--- src/rtl/cmv_pkg.sv ---
package cmv_pkg;

  localparam int COEF_W = 8;

  typedef enum logic [1:0] {
    S_IDLE  = 2'd0,
    S_RUN   = 2'd1,
    S_DRAIN = 2'd2
  } cmvState_t;

  // Strobes from the sequencer to the datapath
  typedef struct packed {
    logic loadX;   // capture the input vector this edge
    logic issue;   // current row enters the adder tree
  } cmvStrobe_t;

  // Design-time constant for row r, column c of an n-wide matrix
  function automatic logic [COEF_W-1:0] coefAt(input int r, input int c, input int n);
    int k;
    k = r * n + c;
    return COEF_W'((k * 45 + 3) % 256);
  endfunction

endpackage

--- src/rtl/cmv_ctrl.sv ---
module cmv_ctrl
  import cmv_pkg::*;
#(
  parameter int N   = 4,
  parameter int LAT = 2,
  localparam int RW = $clog2(N),
  localparam int KW = $clog2(LAT + 1)
) (
  input  logic          clk,
  input  logic          rstN,
  input  logic          start,
  output cmvStrobe_t    strb,
  output logic [RW-1:0] row,
  output logic          done
);

  cmvState_t     state;
  logic [KW-1:0] drainCnt;

  always_ff @(posedge clk) begin
    if (!rstN) begin
      state    <= S_IDLE;
      row      <= '0;
      drainCnt <= '0;
      done     <= 1'b0;
    end else begin
      done <= 1'b0;
      case (state)
        S_IDLE: begin
          if (start) begin
            state <= S_RUN;
            row   <= '0;
          end
        end
        S_RUN: begin
          if (row == RW'(N - 1)) begin
            state    <= S_DRAIN;
            drainCnt <= '0;
          end else begin
            row <= row + 1'b1;
          end
        end
        S_DRAIN: begin
          if (drainCnt == KW'(LAT - 1)) begin
            state <= S_IDLE;
            done  <= 1'b1;
          end else begin
            drainCnt <= drainCnt + 1'b1;
          end
        end
        default: state <= S_IDLE;
      endcase
    end
  end

  always_comb begin
    strb.loadX = (state == S_IDLE) && start;
    strb.issue = (state == S_RUN);
  end

endmodule

--- src/rtl/cmv_datapath.sv ---
module cmv_datapath
  import cmv_pkg::*;
#(
  parameter int N        = 4,
  parameter int DW       = 8,
  parameter bit TREE_REG = 1'b1,
  localparam int RW  = $clog2(N),
  localparam int PW  = DW + COEF_W,
  localparam int OW  = PW + RW,
  localparam int LAT = TREE_REG ? RW : 1
) (
  input  logic          clk,
  input  logic          rstN,
  input  cmvStrobe_t    strb,
  input  logic [RW-1:0] row,
  input  logic [N*DW-1:0] xIn,
  output logic [OW-1:0] yOut,
  output logic          yValid,
  output logic [RW-1:0] yRow
);

  // All N constants of one column, row 0 in the low bits
  function automatic logic [N*COEF_W-1:0] colBank(input int c);
    logic [N*COEF_W-1:0] b;
    b = '0;
    for (int r = 0; r < N; r++) b[r*COEF_W +: COEF_W] = coefAt(r, c, N);
    return b;
  endfunction

  logic signed [DW-1:0] xReg [N];
  logic signed [OW-1:0] leaf [N];
  logic                 vPipe [LAT];
  logic [RW-1:0]        rPipe [LAT];

  always_ff @(posedge clk) begin
    if (!rstN) begin
      for (int j = 0; j < N; j++) xReg[j] <= '0;
    end else if (strb.loadX) begin
      for (int j = 0; j < N; j++) xReg[j] <= xIn[j*DW +: DW];
    end
  end

  // One reconfigurable constant multiplier per column
  for (genvar gc = 0; gc < N; gc++) begin : g_col
    localparam logic [N*COEF_W-1:0] BANK = colBank(gc);
    logic signed [COEF_W-1:0] coef;
    logic signed [PW-1:0]     prod;
    assign coef     = $signed(BANK[row*COEF_W +: COEF_W]);
    assign prod     = xReg[gc] * coef;
    assign leaf[gc] = {{RW{prod[PW-1]}}, prod};
  end

  // Adder tree in heap order: node i sums nodes 2i+1 and 2i+2
  if (TREE_REG) begin : g_treeReg
    logic signed [OW-1:0] t    [2*N-1];
    logic signed [OW-1:0] sumQ [N-1];
    always_comb begin
      for (int k = 0; k < N; k++) t[N-1+k] = leaf[k];
      for (int i = 0; i < N - 1; i++) t[i] = sumQ[i];
    end
    always_ff @(posedge clk) begin
      if (!rstN) begin
        for (int i = 0; i < N - 1; i++) sumQ[i] <= '0;
      end else begin
        for (int i = 0; i < N - 1; i++) sumQ[i] <= t[2*i+1] + t[2*i+2];
      end
    end
    assign yOut = sumQ[0];
  end else begin : g_treeComb
    logic signed [OW-1:0] t [2*N-1];
    logic signed [OW-1:0] yQ;
    always_comb begin
      for (int k = 0; k < N; k++) t[N-1+k] = leaf[k];
      for (int i = N - 2; i >= 0; i--) t[i] = t[2*i+1] + t[2*i+2];
    end
    always_ff @(posedge clk) begin
      if (!rstN) yQ <= '0;
      else       yQ <= t[0];
    end
    assign yOut = yQ;
  end

  // Valid and row index travel alongside the tree
  always_ff @(posedge clk) begin
    if (!rstN) begin
      for (int s = 0; s < LAT; s++) begin
        vPipe[s] <= 1'b0;
        rPipe[s] <= '0;
      end
    end else begin
      vPipe[0] <= strb.issue;
      rPipe[0] <= row;
      for (int s = 1; s < LAT; s++) begin
        vPipe[s] <= vPipe[s-1];
        rPipe[s] <= rPipe[s-1];
      end
    end
  end

  assign yValid = vPipe[LAT-1];
  assign yRow   = rPipe[LAT-1];

endmodule

--- src/rtl/cmv_unit.sv ---
module cmv_unit
  import cmv_pkg::*;
#(
  parameter int N        = 4,
  parameter int DW       = 8,
  parameter bit TREE_REG = 1'b1,
  localparam int RW  = $clog2(N),
  localparam int OW  = DW + COEF_W + RW,
  localparam int LAT = TREE_REG ? RW : 1
) (
  input  logic            clk,
  input  logic            rstN,
  input  logic            start,
  input  logic [N*DW-1:0] xIn,
  output logic [OW-1:0]   yOut,
  output logic            yValid,
  output logic [RW-1:0]   yRow,
  output logic            done
);

  cmvStrobe_t    strb;
  logic [RW-1:0] rowSel;

  cmv_ctrl #(.N(N), .LAT(LAT)) u_ctrl (
    .clk   (clk),
    .rstN  (rstN),
    .start (start),
    .strb  (strb),
    .row   (rowSel),
    .done  (done)
  );

  cmv_datapath #(.N(N), .DW(DW), .TREE_REG(TREE_REG)) u_dp (
    .clk    (clk),
    .rstN   (rstN),
    .strb   (strb),
    .row    (rowSel),
    .xIn    (xIn),
    .yOut   (yOut),
    .yValid (yValid),
    .yRow   (yRow)
  );

endmodule

--- config.mk ---
export PLATFORM = sky130hd
export DESIGN_NAME = cmv_unit
export DESIGN_NICKNAME = d
export VERILOG_FILES = /design/src/rtl/cmv_pkg.sv /design/src/rtl/cmv_ctrl.sv /design/src/rtl/cmv_datapath.sv /design/src/rtl/cmv_unit.sv
export SDC_FILE = /design/constraint.sdc
export NUM_CORES = 1
export LEC_CHECK = 0
export BUFFER_PORTS_ARGS = -buffer_cell sky130_fd_sc_hd__clkbuf_2
export CELL_PAD_IN_SITES_DETAIL_PLACEMENT = 0
export CELL_PAD_IN_SITES_GLOBAL_PLACEMENT = 1
export CORE_MARGIN = 2
export CORE_UTILIZATION = 40
export CTS_CLUSTER_DIAMETER = 60
export DETAILED_ROUTE_END_ITERATION = 8
export GPL_TIMING_DRIVEN = 0
export HOLD_SLACK_MARGIN = 0.08
export PLACE_DENSITY_LB_ADDON = 0.1
export SLEW_MARGIN = 5
export SYNTH_ARGS = -nofsm -noshare
export SYNTH_HDL_FRONTEND = slang
export SYNTH_SLANG_ARGS = --single-unit
--- constraint.sdc ---
create_clock -name clk -period 9 [get_ports clk]
set_input_delay 0.9 -clock clk [delete_from_list [all_inputs] [get_ports clk]]
set_output_delay 0.9 -clock clk [all_outputs]
set_load 0.02 [all_outputs]
# Word-level counts from Yosys, hierarchy flattened
# Memories as Yosys holds them, arrays and structs flattened.
# Cells that the tools add are included.
totals:
  regBits: 7
  latchBits: 0
  ramBits: 92
  mem_bits_ro: 0
  in_bits: 35
  output_inout_bits: 22
  wordCells: 76
  memories: 4
classes:
  add_sub_neg: 5
  n_mul: 4
  n_div: 0
  order_cmp: 0
  eq_ne: 9
  shifts: 4
  n_mux: 27
  bitwise: 11
  n_reduce_logical: 8
mem_list:
  columns: ["name", "words", "word_bits", "read_ports", "rd_ports_with_merged_regs", "wr", "line_no", "source"]
  rows:
  - ["u_dp.g_treeReg.sumQ", 3, 18, 3, 0, 3, "cmv_datapath.sv:56", "logic signed [OW-1:0] sumQ [N-1];"]
  - ["u_dp.xReg", 4, 8, 4, 0, 4, "cmv_datapath.sv:30", "logic signed [DW-1:0] xReg [N];"]
  - ["u_dp.rPipe", 2, 2, 2, 0, 2, "cmv_datapath.sv:33", "logic [RW-1:0] rPipe [LAT];"]
  - ["u_dp.vPipe", 2, 1, 2, 0, 2, "cmv_datapath.sv:32", "logic vPipe [LAT];"]
op_table:
  columns: ["operator", "n"]
  rows:
  - ["32-bit by 6-bit indexed part select with 8-bit output (first input constant)", 4]
  - ["8-bit by 8-bit multiplier with 16-bit output", 4]
  - ["18-bit 2-to-1 mux", 3]
  - ["16-bit by 16-bit adder with 17-bit output", 2]
  - ["8-bit 2-to-1 mux", 4]
  - ["18-bit adder", 1]
  - ["2-bit 2-to-1 mux", 9]
  - ["1-bit bitwise OR", 11]
  - ["3-bit AND reduction", 3]
  - ["1-bit 2-to-1 mux", 8]
  - ["2-bit != test (second input constant)", 4]
  - ["2-bit one-hot mux with 2 select lines", 2]
  - ["2-bit one-hot mux with 3 select lines", 1]
  - ["2-bit by 1-bit adder with 2-bit output (second input constant)", 2]
  - ["2-bit by 1-bit == test with 1-bit output (second input constant)", 2]
  - ["2-bit == test (second input constant)", 2]
  - ["2-bit nonzero test", 2]
  - ["2-bit zero test", 1]
  - ["2-bit by 1-bit != test with 1-bit output (second input constant)", 1]
  - ["2-bit AND reduction", 1]
  - ["1-bit logical AND", 1]

# Depth between registers and ports, before layout
# Gate-level depths: netlist of run 1.
depth:
  depth_word: 6
  depth_mapped: 24
  depth_no_buf: 23

# Modules after synthesis
# A second synthesis of run 1 with hierarchy kept.
unflattened:
  cells_unflattened: 1362
  area_unflattened_um2: 13300.3
by_module_without_submodules:
  columns: ["module", "instances", "cells_each", "area_per_inst_um2", "seq_area_each_um2"]
  rows:
  - ["cmv_datapath", 1, 1320, 12912.4, 2122.0]
  - ["cmv_ctrl", 1, 42, 387.9, 140.1]

# Worst setup path after synthesis of run 1
# OpenSTA, ideal clock, no wires.
synth_path:
  path_kind: "reg-to-reg"
  start: "register u_ctrl.row[0]"
  end: "memory u_dp.g_treeReg.sumQ[0][52] (netlist bit)"
  setup_time_ns: 0.115
  arrival_ns: 5.965
  t_required_ns: 8.885
  slack_ns: 2.920
  path_stages_with_launch: 22
  n_path_buf: 2
  synth_period_minus_slack_ns: 6.080
  cell_sequence: "dfxtp_1 > clkbuf_1 > inv_1 > ha_1 > clkbuf_1 > and2_1 > fa_1 > inv_1 > fa_1 > inv_1 > fa_1 > fa_1 > fa_1 > inv_1 > fa_1 > inv_1 > ha_1 > and2_1 > a311oi_2 > o211ai_1 > and3_1 > o21a_1"
synth_lines:
  columns: ["element", "line_no", "source"]
  rows:
  - ["start: declaration", "cmv_ctrl.sv:13", "output logic [RW-1:0] row,"]
  - ["start signal: assignment", "cmv_ctrl.sv:40", "row <= row + 1'b1;"]
  - ["end: declaration", "cmv_datapath.sv:56", null]

==> out/results.env, run 1 <==
FINALWIRELENGTH_UM=29460
CORE_REGION_AREA_UM2=32540
PORT_BUFFERS=56
LAYOUT_COMMONEST_CELL='inv_1'
VIA_PER_INSTANCE_RATIO=4.537
MAX_SLEW_MARGIN_PCT=48.08
FLOORPLAN.INITIALDENSITY_PCT=40.58
WORST_SETUP_PATH_START_KIND='flip-flop'
USE_MET1_PCT=27.18
ASYNCSETRESETFLOPFRACSYNTH_PCT=0
TIMING.CRITICAL_PATH.TO_TYPE='flip-flop'
TOP_POST_SYNTHESIS_CELLS_BY_AREA='fa_1, ha_1, dfxtp_1'
FINALCLOCKSKEW_PS=21.21
GROUTE.LAYER.MET3.USAGE_PCT=2.250
FINAL.MIN_CLOCK_PERIOD_PS=7778
STATUS='finished clean'
GLOBAL_ROUTE.USAGE.MET2_PCT=31.38
CHAIN_OF_CELLS_FORMING_THE_CRITICAL_PATH='clkbuf_1 > inv_1 > ha_1 > clkbuf_1 > nand2_1 > fa_1 > fa_1 > fa_1 > inv_1 > fa_1 > fa_1 > inv_1 > fa_1 > inv_1 > ha_1 > a21o_1 > a221oi_1 > o21ai_0 > xnor2_1 > nor2_1'
CAP_VIOLATIONS=0
WORST-SETUP-PATH-TYPE='reg2reg'
POST-CTS-SETUP-BUFFER-COUNT=0
ANTENNA_VIOLATING_NETS_REMAINING=0
COMBINED_GLOBAL_ROUTE_UTILIZATION_OF_ALL_METAL_LAYERS_PCT=19.09
GRT_MOST_USED_LAYER='met2'
FINAL-SETUP-VIOL-COUNT=0
LAYOUT_WORST_PATH_CYCLE_SHARE_PCT=86.42
FILL_CELLS=3336
TRITONCTS='built'
PLACE.GP.CONGESTION=0.7851
GLOBAL_ROUTE_CONGESTION_OVERFLOW_TOTAL=0
POST_SYNTHESIS_CELL_AREA_UM2=13200
WL_PER_CELL_UM=15.78
LAYOUT-DRIVE-GT1-SHARE_PCT=7.579
NUM_ANTENNA_CELLS=0
FLOORPLAN.DIE.WIDTH_UM=185.7
DETAILEDPLACEMENTHPWL_UM=25380
SYNTH_TOP_AREA_SHARE_PCT=35.33
POSTCTSHOLDBUFS=0
YS_DOMINANT_REG_CELL='dfxtp_1'
SYNTH_SEQ_CELLS=97
GRT_PASS1_VIAS=9210
FINALSETUPTNS_PS=0
MAXIMUM_FREQUENCY_FROM_STATIC_TIMING_ANALYSIS_MHz=128.6
IOS=57
HOLD_PATH.CLASS='reg2reg'
GRT_FIRST_PASS_WIRELENGTH_UM=49500
TIMING.CRITICAL_PATH.ARRIVAL_PS=8000
CTS_ROOT_BUF='clkbuf_16'
PATH_MAX_FANOUT=10
GRT_START_MAX_NET_PINS=33
CRITICAL_PATH.MOST_COMMON_CELL='fa_1'
SYNTH.YOSYS.WARNINGS=0
INITIAL_DRC_COUNT=305
SLEW_VIOLATIONS=0
MAX-CLOCK-PATH-BUFFERS=2
CTS_SINKS=97
DP.CELLS=1851
AREA_DELTA_SYNTH_FINAL_PCT=8.481
FP.DIEAREA_UM2=34480
REMAINING_DRC_ERRORS=0
HOLD_VIOL_FINAL=0
POST_SYNTH.CELL_AREA_AVG_UM2=9.759
WORSTPATHREQUIRED_PS=9220
FINALINSTANCEAREA_UM2=14320
WORST_PIN_SLEW_PS=778.7
LAYOUT_COMMON_CELLS='inv_1, fa_1, ha_1'
POSTPLACECELLAREA_UM2=14040
WORST_PATH_MAX_DELAY_CELL='clkbuf_1'
CTS_BUFFERS=9
DIE_HEIGHT_UM=185.7
ROUTE.VIAS.TOTAL=8471
POST_CTS_RESIZE_COUNT=0
FINALNONFILLERCELLS=1867
SYNTHDOMINANTAREACELLTYPE='fa_1'
INITIAL_DRT_PASS_ITERATIONS=5
SYNTH-SEQ-AREA-SHARE_PCT=17.13
MAPPEDNETLISTNETS=1763
CTS_HTREE_LEVELS=3
CLK_PIN_SLEW_WORST_PATHS_PS=80
SYNTH_ENABLE_FLOP_CELLS=32
FLOORPLAN.ROWS=66
YOSYSUNIQUECELLTYPES=48
ANTENNA_FOUND_INITIAL=0
GRT_SETUP_UNREPAIRED='no'
FINAL_NETS=1830
SLOWEST_DELAY_PS=640
SYN-INSTANCE-COUNT=1353
CLK-INSERTION-DELAY-LATE_PS=370
## worst paths after layout
check,from,to,slack [ps],cells after the start
worst min register to register,u_dp.rPipe[0][1],u_dp.rPipe[0][3],440,1
worst max-delay path,u_ctrl.row[0],u_dp.g_treeReg.sumQ[0][33],1220,20
worst min-delay path,u_dp.rPipe[0][1],u_dp.rPipe[0][3],440,1
worst max register to register,u_ctrl.row[0],u_dp.g_treeReg.sumQ[0][33],1220,20
## stage by stage
stage / hold WS (ps) / worst slack, ps / util, %
2_1_floorplan: 411.9 / 2920 / -
3_3_place_gp: 420.7 / 1150 / 43.14
3_5_place_dp: 421.5 / 1144 / 43.14
4_1_cts: 441.9 / 1118 / 44.02
5_1_grt: 463.6 / 790.0 / 44.02
6_report: 437.9 / 1222 / 44.02
## cells in the mapped netlist, types with 2 or more instances
library cell / n
o211ai_1: 6
or2_2: 4
or3_1: 2
clkinv_1: 2
fa_1: 233
nand3_1: 7
o21bai_1: 5
ha_1: 142
o2111ai_1: 2
o21ai_1: 2
a211oi_1: 6
buf_1: 2
a211oi_2: 2
edfxtp_1: 32
nand2_1: 63
a21o_1: 6
nor2b_1: 50
inv_1: 319
clkbuf_1: 21
buf_6: 2
dfxtp_1: 65
and2_1: 98
a21oi_1: 29
a31oi_1: 5
nand2b_1: 21
xnor2_1: 35
xor2_1: 19
o21a_1: 9
buf_4: 20
nor3_1: 14
nor2_1: 86
mux2i_1: 5
o21ai_0: 24
## cells by family (layout without fill, tap and decap cells)
logic type	Yosys count	after routing	share of synthesized area [%]
adders and majority gates	375	375	48.78
buffers and inverters	366	438	11.09
and+or+nand+nor	347	347	13.43
AOI/OAI and AO/OA	108	108	5.496
DFF	97	97	17.13
xor gates and xnor gates	54	54	3.582
muxes	6	6	0.4927
## per-layer routing
layer,vias to the layer above,share of wire (%)
met5,-,0
met3,26,2.5
met4,0,1.6
met2,103,46
met1,4131,49
li1,4211,-
## sequential cells by signal (all words and copies together) (netlist names)
register             cells
u_dp.xReg               32
u_dp.vPipe               2
u_ctrl.done              1
u_ctrl.row               2
u_dp.rPipe               4
u_dp.g_treeReg.sumQ     52
u_ctrl.drainCnt          2
u_ctrl.state             2
## area by class of cell
type / count / area, µm² / area share (%)
Buffer: 45 / 259.0 / 1.808
Clock buffer: 9 / 225.2 / 1.572
Clock inverter: 7 / 58.81 / 0.4106
Inverter: 321 / 1205 / 8.412
Multi-Input combinational cell: 890 / 9480 / 66.19
Sequential cell: 97 / 2262 / 15.79
Tap cell: 442 / 553.0 / 3.861
Timing Repair Buffer: 56 / 280.3 / 1.957
## worst max-delay path, delay by kind of cell (launching register included)
kind	cells	cell delay [ps]
and+or+nand+nor	2	300
adders and majority gates	8	4010
xor gates and xnor gates	1	290
AOI/OAI and AO/OA	3	870
DFF	1	510
buffers and inverters	6	1630
Power of run 1 is left out: the tool's default activity adds up to more than one toggle a clock period on the data nets, which glitch-free logic cannot reach.
==> inputs of run 2 (changes only) <==
--- a/config.mk
+++ b/config.mk
@@ -7,6 +7,8 @@
 export LEC_CHECK = 0
 export BUFFER_PORTS_ARGS = -buffer_cell sky130_fd_sc_hd__clkbuf_2
+export CAP_MARGIN = 30
 export CELL_PAD_IN_SITES_DETAIL_PLACEMENT = 0
 export CELL_PAD_IN_SITES_GLOBAL_PLACEMENT = 1
+export CORE_ASPECT_RATIO = 0.5
 export CORE_MARGIN = 2
 export CORE_UTILIZATION = 40
==> constraint.sdc (replaced) <==
create_clock -name clk -period 9 [get_ports clk]
set_input_delay 0.9 -clock clk [delete_from_list [all_inputs] [get_ports clk]]
set_output_delay 0.9 -clock clk [all_outputs]
set_load 0.1 [all_outputs]
==> run 2 against run 1 <==
  * Wire length grew 7.7%
  * Sequential cell count is the same
  * Utilization grew 0.72 points
  * Non-clock buffer count grew 1
  * First-iteration DRC count grew 67%
  * Critical path depth is the same
  * Highest routed layer unchanged
  * Critical endpoint unchanged
  * Clock skew shrank 0.95 ps
  * Global-route usage grew 1.0 points
==> out/results.env, run 2 (synthesized netlist as in run 1, its figures left out) <==
STATUS='finished clean'
LAYOUT.CORE_UTILIZATION_PCT=44.75
REG_TO_REG_START='u_ctrl.row[0]'
REMAINING_DRC_ERRORS=0
AREA_DELTA_SYNTH_FINAL_PCT=8.642
CP_TOP_FAMILY='adder cells'
MAXIMUM_FREQUENCY_FROM_STATIC_TIMING_ANALYSIS_MHz=127.0
LAYOUT_COMMON_CELLS='inv_1, fa_1, ha_1'
POST-CTS-SETUP-BUFFER-COUNT=0
CRIT_END='u_dp.g_treeReg.sumQ[0][33]'
ANTENNA_FOUND_INITIAL=2
CTS_BUFFERS=9
FINALWIRELENGTH_UM=31720
FINAL-SETUP-VIOL-COUNT=0
FP.DIEAREA_UM2=34570
FILL_CELLS=3177
GRT_PASS1_VIAS=9272
FINALINSTANCEAREA_UM2=14350
DIE_HEIGHT_UM=132.5
WORSTSETUPPATHDEPTH=20
FINAL.MIN_CLOCK_PERIOD_PS=7875
GRT_START_MAX_NET_PINS=25
TIMING.CRITICAL_PATH.TO_TYPE='flip-flop'
WL_PER_CELL_UM=17.07
CAP_VIOLATIONS=0
FLOORPLAN.ROWS=46
GRT_FIRST_PASS_WIRELENGTH_UM=52060
LAYOUT_COMMONEST_CELL='inv_1'
CORE_REGION_AREA_UM2=32060
FINAL_NETS=1831
FLOORPLAN.INITIALDENSITY_PCT=41.19
WORSTPATHREQUIRED_PS=9250
CTS_SINKS=97
CLK-INSERTION-DELAY-LATE_PS=390
POSTPLACECELLAREA_UM2=14050
FLOORPLAN.DIE.WIDTH_UM=260.9
GLOBAL_ROUTE_CONGESTION_OVERFLOW_TOTAL=0
CLK_PIN_SLEW_WORST_PATHS_PS=90
HOLD_VIOL_FINAL=0
HOLD_WS_PS=439.6
CTS_ROOT_BUF='clkbuf_16'
PORT_BUFFERS=56
CRITPATHLAUNCH='u_ctrl.row[0]'
REG_TOP3='u_dp.g_treeReg.sumQ (52), u_dp.xReg (32), u_dp.rPipe (4)'
TRITONCTS='built'
SEQCELLAREA_UM2=2262
ROUTE.VIAS.TOTAL=8731
MAX_FLOP_REGISTER='u_dp.g_treeReg.sumQ'
POSTCTSHOLDBUFS=0
LARGEST_REGISTER_FF_COUNT=52
SLOWEST_DELAY_PS=670
MULTI_INPUT_AREA_UM2=9480
PATH_MAX_FANOUT=10
FINALCLOCKSKEW_PS=20.26
TIMING.CRITICAL_PATH.ARRIVAL_PS=8120
CTS_HTREE_LEVELS=3
WORST_PATH_MAX_DELAY_CELL='ha_1'
VIA_PER_INSTANCE_RATIO=4.699
WORST_PIN_SLEW_PS=776.5
INITIAL_DRC_COUNT=510
PLACE.GP.CONGESTION=0.8233
CRITICAL_PATH.MOST_COMMON_CELL='fa_1'
NUM_ANTENNA_CELLS=0
MAX_SLEW_MARGIN_PCT=48.23
LAYOUT_WORST_PATH_CYCLE_SHARE_PCT=87.50
POST_CTS_RESIZE_COUNT=0
GRT_SETUP_UNREPAIRED='no'
TIMING.REG2REG.SETUP_SLACK_PS=1120
LAYOUT-DRIVE-GT1-SHARE_PCT=7.644
ANTENNA_VIOLATING_NETS_REMAINING=0
COMBINED_GLOBAL_ROUTE_UTILIZATION_OF_ALL_METAL_LAYERS_PCT=20.09
REG2REGPATHDEPTH=20
WORST-SETUP-PATH-TYPE='reg2reg'
FINALSETUPTNS_PS=0
MAX-CLOCK-PATH-BUFFERS=2
CHAIN_OF_CELLS_FORMING_THE_CRITICAL_PATH='clkbuf_1 > inv_1 > ha_1 > clkbuf_1 > nand2_1 > fa_1 > fa_1 > fa_1 > inv_1 > fa_1 > fa_1 > inv_1 > fa_1 > inv_1 > ha_1 > a21o_1 > a221oi_1 > o21ai_0 > xnor2_1 > nor2_1'
INITIAL_DRT_PASS_ITERATIONS=5
WORST_SETUP_PATH_START_KIND='flip-flop'
WORSTREG2REGEND='u_dp.g_treeReg.sumQ[0][33]'
BUF_INV_ON_CP=6
DETAILEDPLACEMENTHPWL_UM=27400
IOS=57
SLEW_VIOLATIONS=0
HOLD_PATH.CLASS='reg2reg'
[run 2: worst reg2reg max path, cell delays in order, from the launching register on]
cell and delay (ps):
dfxtp_1 570, clkbuf_1 480, inv_1 410, ha_1 670
clkbuf_1 590, nand2_1 180, fa_1 600, fa_1 440
fa_1 510, inv_1 50, fa_1 500, fa_1 490
inv_1 50, fa_1 520, inv_1 60, ha_1 360
a21o_1 220, a221oi_1 480, o21ai_0 200, xnor2_1 290
nor2_1 70
[run 2: stage by stage]
stage	setup WS (ps)	cells
after global placement	1069	1841
after floorplan	2920	1353
after CTS	1064	1858
after detailed placement	1139	1842
after global routing	615.1	1858
final	1125	1858
[run 2: worst min path at each step]
| stage | slack, ps | endpoint | startpoint | cells after the start |
|---|---|---|---|---|
| floorplan | 410 | u_dp.rPipe[0][2] | u_dp.rPipe[0][0] | 1 |
| global placement | 430 | u_dp.rPipe[0][3] | u_dp.rPipe[0][1] | 1 |
| detailed placement | 430 | u_dp.rPipe[0][3] | u_dp.rPipe[0][1] | 1 |
| CTS | 440 | u_dp.rPipe[0][3] | u_dp.rPipe[0][1] | 1 |
| global route | 480 | u_dp.rPipe[0][3] | u_dp.rPipe[0][1] | 1 |
| finish | 440 | u_dp.rPipe[0][3] | u_dp.rPipe[0][1] | 1 |
[run 2: area by class of cell]
| type | instances | area share [%] |
|---|---|---|
| buffer | 45 | 1.805 |
| clock buffer | 9 | 1.570 |
| timing repair buffer | 57 | 2.093 |
| multi-input combinational | 890 | 66.09 |
| inverter | 321 | 8.400 |
| tap | 432 | 3.768 |
| clock inverter | 7 | 0.5059 |
| sequential | 97 | 15.77 |
[run 2: per-layer routing]
| layer | track usage, % | part of all wire (%) | vias to the layer above |
|---|---|---|---|
| met5 | 0 | 0 | - |
| met4 | 3.048 | 0.88 | 0 |
| met3 | 3.506 | 4.8 | 17 |
| met2 | 29.12 | 41 | 190 |
| met1 | 31.60 | 53 | 4312 |
| li1 | - | - | 4212 |
Power of run 2 is left out for the same reason.
==> inputs of run 3 (changes only) <==
SYNTH_HIERARCHICAL = 1   (was not set)
==> run 3 against run 2 <==
  * Setup slack lost 580 ps
  * Final cell count grew 0.91%
  * Critical path type unchanged
  * Clock skew shrank 11 ps
  * Synthesized cell count grew 0.67%
  * Hold slack is essentially flat
  * Final area grew 0.77%
  * Clock-buffer cell count grew 1
  * Critical path depth grew 2
  * Maximum frequency shrank 6.9%
  * Non-clock buffer count grew 4
==> out/results.env, run 3 <==
HOLD-PATH-CELL-COUNT=1
CAP_VIOLATIONS=0
MAXIMUM_FREQUENCY_FROM_STATIC_TIMING_ANALYSIS_MHz=118.2
SYN-INSTANCE-COUNT=1362
GLOBAL_ROUTE_CONGESTION_OVERFLOW_TOTAL=0
POST_SYNTH.CELL_AREA_AVG_UM2=9.765
WORST-SETUP-PATH-TYPE='reg2reg'
YOSYSUNIQUECELLTYPES=63
ANTENNA_VIOLATING_NETS_REMAINING=0
HOLD_VIOL_FINAL=0
PATH_MAX_FANOUT=11
REG2REGPATHDEPTH=22
DP.CELLS=1859
LAYOUT-DRIVE-GT1-SHARE_PCT=8.089
CTS_HTREE_LEVELS=3
ASYNCSETRESETFLOPFRACSYNTH_PCT=0
LARGEST_REGISTER_FF_COUNT=52
REG_TOP3='u_dp/g_treeReg.sumQ (52), u_dp/xReg (32), u_dp/rPipe (4)'
MAPPEDNETLISTNETS=1769
MULTI_INPUT_AREA_UM2=9542
FINALINSTANCEAREA_UM2=14460
SYNTH-SEQ-AREA-SHARE_PCT=17.01
CLK_PIN_SLEW_WORST_PATHS_PS=80
POSTPLACECELLAREA_UM2=14130
TIMING.CRITICAL_PATH.ARRIVAL_PS=8700
WORSTREG2REGEND='u_dp/g_treeReg.sumQ[0][50]'
MAX_FLOP_REGISTER='u_dp/g_treeReg.sumQ'
INITIAL_DRC_COUNT=503
FLOORPLAN.INITIALDENSITY_PCT=40.46
DESIGN_POWER_TOTAL_mW=5.204
FINAL_NETS=1836
FLOORPLAN.DIE.WIDTH_UM=261.9
YS_DOMINANT_REG_CELL='dfxtp_1'
FINAL.MIN_CLOCK_PERIOD_PS=8460
CTS_ROOT_BUF='clkbuf_16'
SYNTH_TOP_AREA_SHARE_PCT=35.07
POSTCTSHOLDBUFS=0
YS_TOP_CELLS_BY_COUNT='inv_1, fa_1, ha_1'
STATUS='finished clean'
NUM_ANTENNA_CELLS=0
DIE_HEIGHT_UM=132.9
MAX_SLEW_MARGIN_PCT=41.65
SYNTH_SEQ_CELLS=97
LAYOUT_COMMONEST_CELL='inv_1'
IOS=57
ANTENNA_FOUND_INITIAL=1
SEQCELLAREA_UM2=2262
MIN_FROM='u_dp/rPipe[0][0]'
VIA_PER_INSTANCE_RATIO=4.841
FP.DIEAREA_UM2=34810
SYNTH.YOSYS.WARNINGS=6
LAYOUT_WORST_PATH_CYCLE_SHARE_PCT=94.00
DETAILEDPLACEMENTHPWL_UM=28740
TOP_POST_SYNTHESIS_CELLS_BY_AREA='fa_1, ha_1, dfxtp_1'
INITIAL_DRT_PASS_ITERATIONS=5
CLK-INSERTION-DELAY-LATE_PS=370
PLACE.GP.CONGESTION=0.8176
POST_CTS_RESIZE_COUNT=0
SYNTH_MOST_COMMON_CELL='inv_1'
PORT_BUFFERS=56
CTS_BUFFERS=9
AREA_DELTA_SYNTH_FINAL_PCT=8.683
REMAINING_DRC_ERRORS=0
REG_TO_REG_START='u_ctrl/row[1]'
FINALSETUPTNS_PS=0
HOLD_PATH.CLASS='reg2reg'
WORST_PIN_SLEW_PS=875.2
GRT_SETUP_UNREPAIRED='no'
FINALWIRELENGTH_UM=33290
VDD.IR_DROP.WORST_mV=0.4063
POWER.STATIC_LEAKAGE_nW=7.220
TRITONCTS='built'
FILL_CELLS=3234
TIMING.CRITICAL_PATH.TO_TYPE='flip-flop'
MAX-CLOCK-PATH-BUFFERS=2
FINAL-SETUP-VIOL-COUNT=0
POST_SYNTHESIS_CELL_AREA_UM2=13300
FINALCLOCKSKEW_PS=9.621
GRT_FIRST_PASS_WIRELENGTH_UM=54140
FLOORPLAN.ROWS=47
LAYOUT_COMMON_CELLS='inv_1, fa_1, ha_1'
WL_PER_CELL_UM=17.75
GRT_START_MAX_NET_PINS=33
GRT_PASS1_VIAS=9545
SYNTH_ENABLE_FLOP_CELLS=32
HOLD_PATH_END='u_dp/rPipe[0][2]'
SLEW_VIOLATIONS=0
CORE_REGION_AREA_UM2=32870
FINALNONFILLERCELLS=1875
TIMING.REG2REG.SETUP_SLACK_PS=540
POST-CTS-SETUP-BUFFER-COUNT=0
WORSTPATHREQUIRED_PS=9240
WORST_SETUP_PATH_START_KIND='flip-flop'
LAYOUT.CORE_UTILIZATION_PCT=43.97
COMBINED_GLOBAL_ROUTE_UTILIZATION_OF_ALL_METAL_LAYERS_PCT=20.77
ROUTE.VIAS.TOTAL=9077
POWER_PER_CELL_AREA_nW_PER_UM2=360.0
CTS_SINKS=97
SYNTHDOMINANTAREACELLTYPE='fa_1'
==> run 3: cell count changes after synthesis, sizes merged, moves of 5 or more <==
cell    delta
a31oi      +5
nor3       +6
nand2b     -5
inv        +5
and2      -32
nor2      -14
and3      +36
clkbuf     +5
==> run 3: power breakdown <==
group | internal [mW] | total [mW] | switching [mW]
Sequential | 0.575 | 0.645 | 0.0694
Combinational | 1.60 | 4.14 | 2.54
Clock | 0.230 | 0.422 | 0.192
==> run 3: worst max path at each step <==
stage / to / startpoint / depth (start not counted)
2_1_floorplan: u_dp/g_treeReg.sumQ[0][35] / u_ctrl/row[0] / 22
5_1_grt: u_dp/g_treeReg.sumQ[0][50] / u_ctrl/row[1] / 22
6_report: u_dp/g_treeReg.sumQ[0][50] / u_ctrl/row[1] / 22
4_1_cts: u_dp/g_treeReg.sumQ[0][35] / u_ctrl/row[1] / 22
3_3_place_gp: u_dp/g_treeReg.sumQ[0][50] / u_ctrl/row[1] / 22
3_5_place_dp: u_dp/g_treeReg.sumQ[0][50] / u_ctrl/row[1] / 22
==> run 3: metal layers <==
| metal | up-vias | part of all wire [%] | track usage [%] |
|---|---|---|---|
| li1 | 4293 | - | - |
| met1 | 4582 | 53 | 32.75 |
| met2 | 174 | 41 | 29.40 |
| met3 | 28 | 4.7 | 4.100 |
| met4 | 0 | 1.5 | 3.693 |
| met5 | - | 0 | 0 |
==> run 3: kinds of logic after synthesis <==
| logic type | count (synthesis) | share of synthesized area (%) |
|---|---|---|
| compound gates | 112 | 5.823 |
| xor+xnor | 51 | 3.358 |
| fa+ha+maj | 372 | 48.15 |
| buf+inv | 376 | 11.27 |
| flops | 97 | 17.01 |
| mux | 4 | 0.3480 |
| simple gates | 350 | 14.05 |
==> run 3: layout make-up <==
class / instances / area share, %
multi-input cells: 889 / 66.01
flip-flops and latches: 97 / 15.65
inverters: 326 / 8.465
well taps: 441 / 3.817
repair buffers: 56 / 1.939
plain buffers: 50 / 1.904
clock buffers: 10 / 1.653
clock inverters: 6 / 0.5626
==> run 3: through the flow <==
stage,hold WS [ps],setup WS (ps)
after CTS,448.1,563.3
after global routing,464.8,67.92
after global placement,431.2,610.1
after floorplan,411.9,2666
after detailed placement,431.2,564.0
final,439.6,540.0
==> run 3: worst max-delay path: stages (launching register included) <==
cell	delay (ps)
dfxtp_1	620
buf_2	380
clkinv_1	590
ha_1	540
clkbuf_1	510
clkbuf_1	700
nand2_1	140
fa_1	520
inv_1	60
fa_1	540
fa_1	460
fa_1	490
fa_1	500
inv_1	50
fa_1	470
inv_1	40
ha_1	230
nor3_1	290
nor3_1	130
a2111oi_2	490
o21bai_1	150
xnor2_1	340
nor2_1	70
No activity file was read; power rests on OpenSTA's default activity.
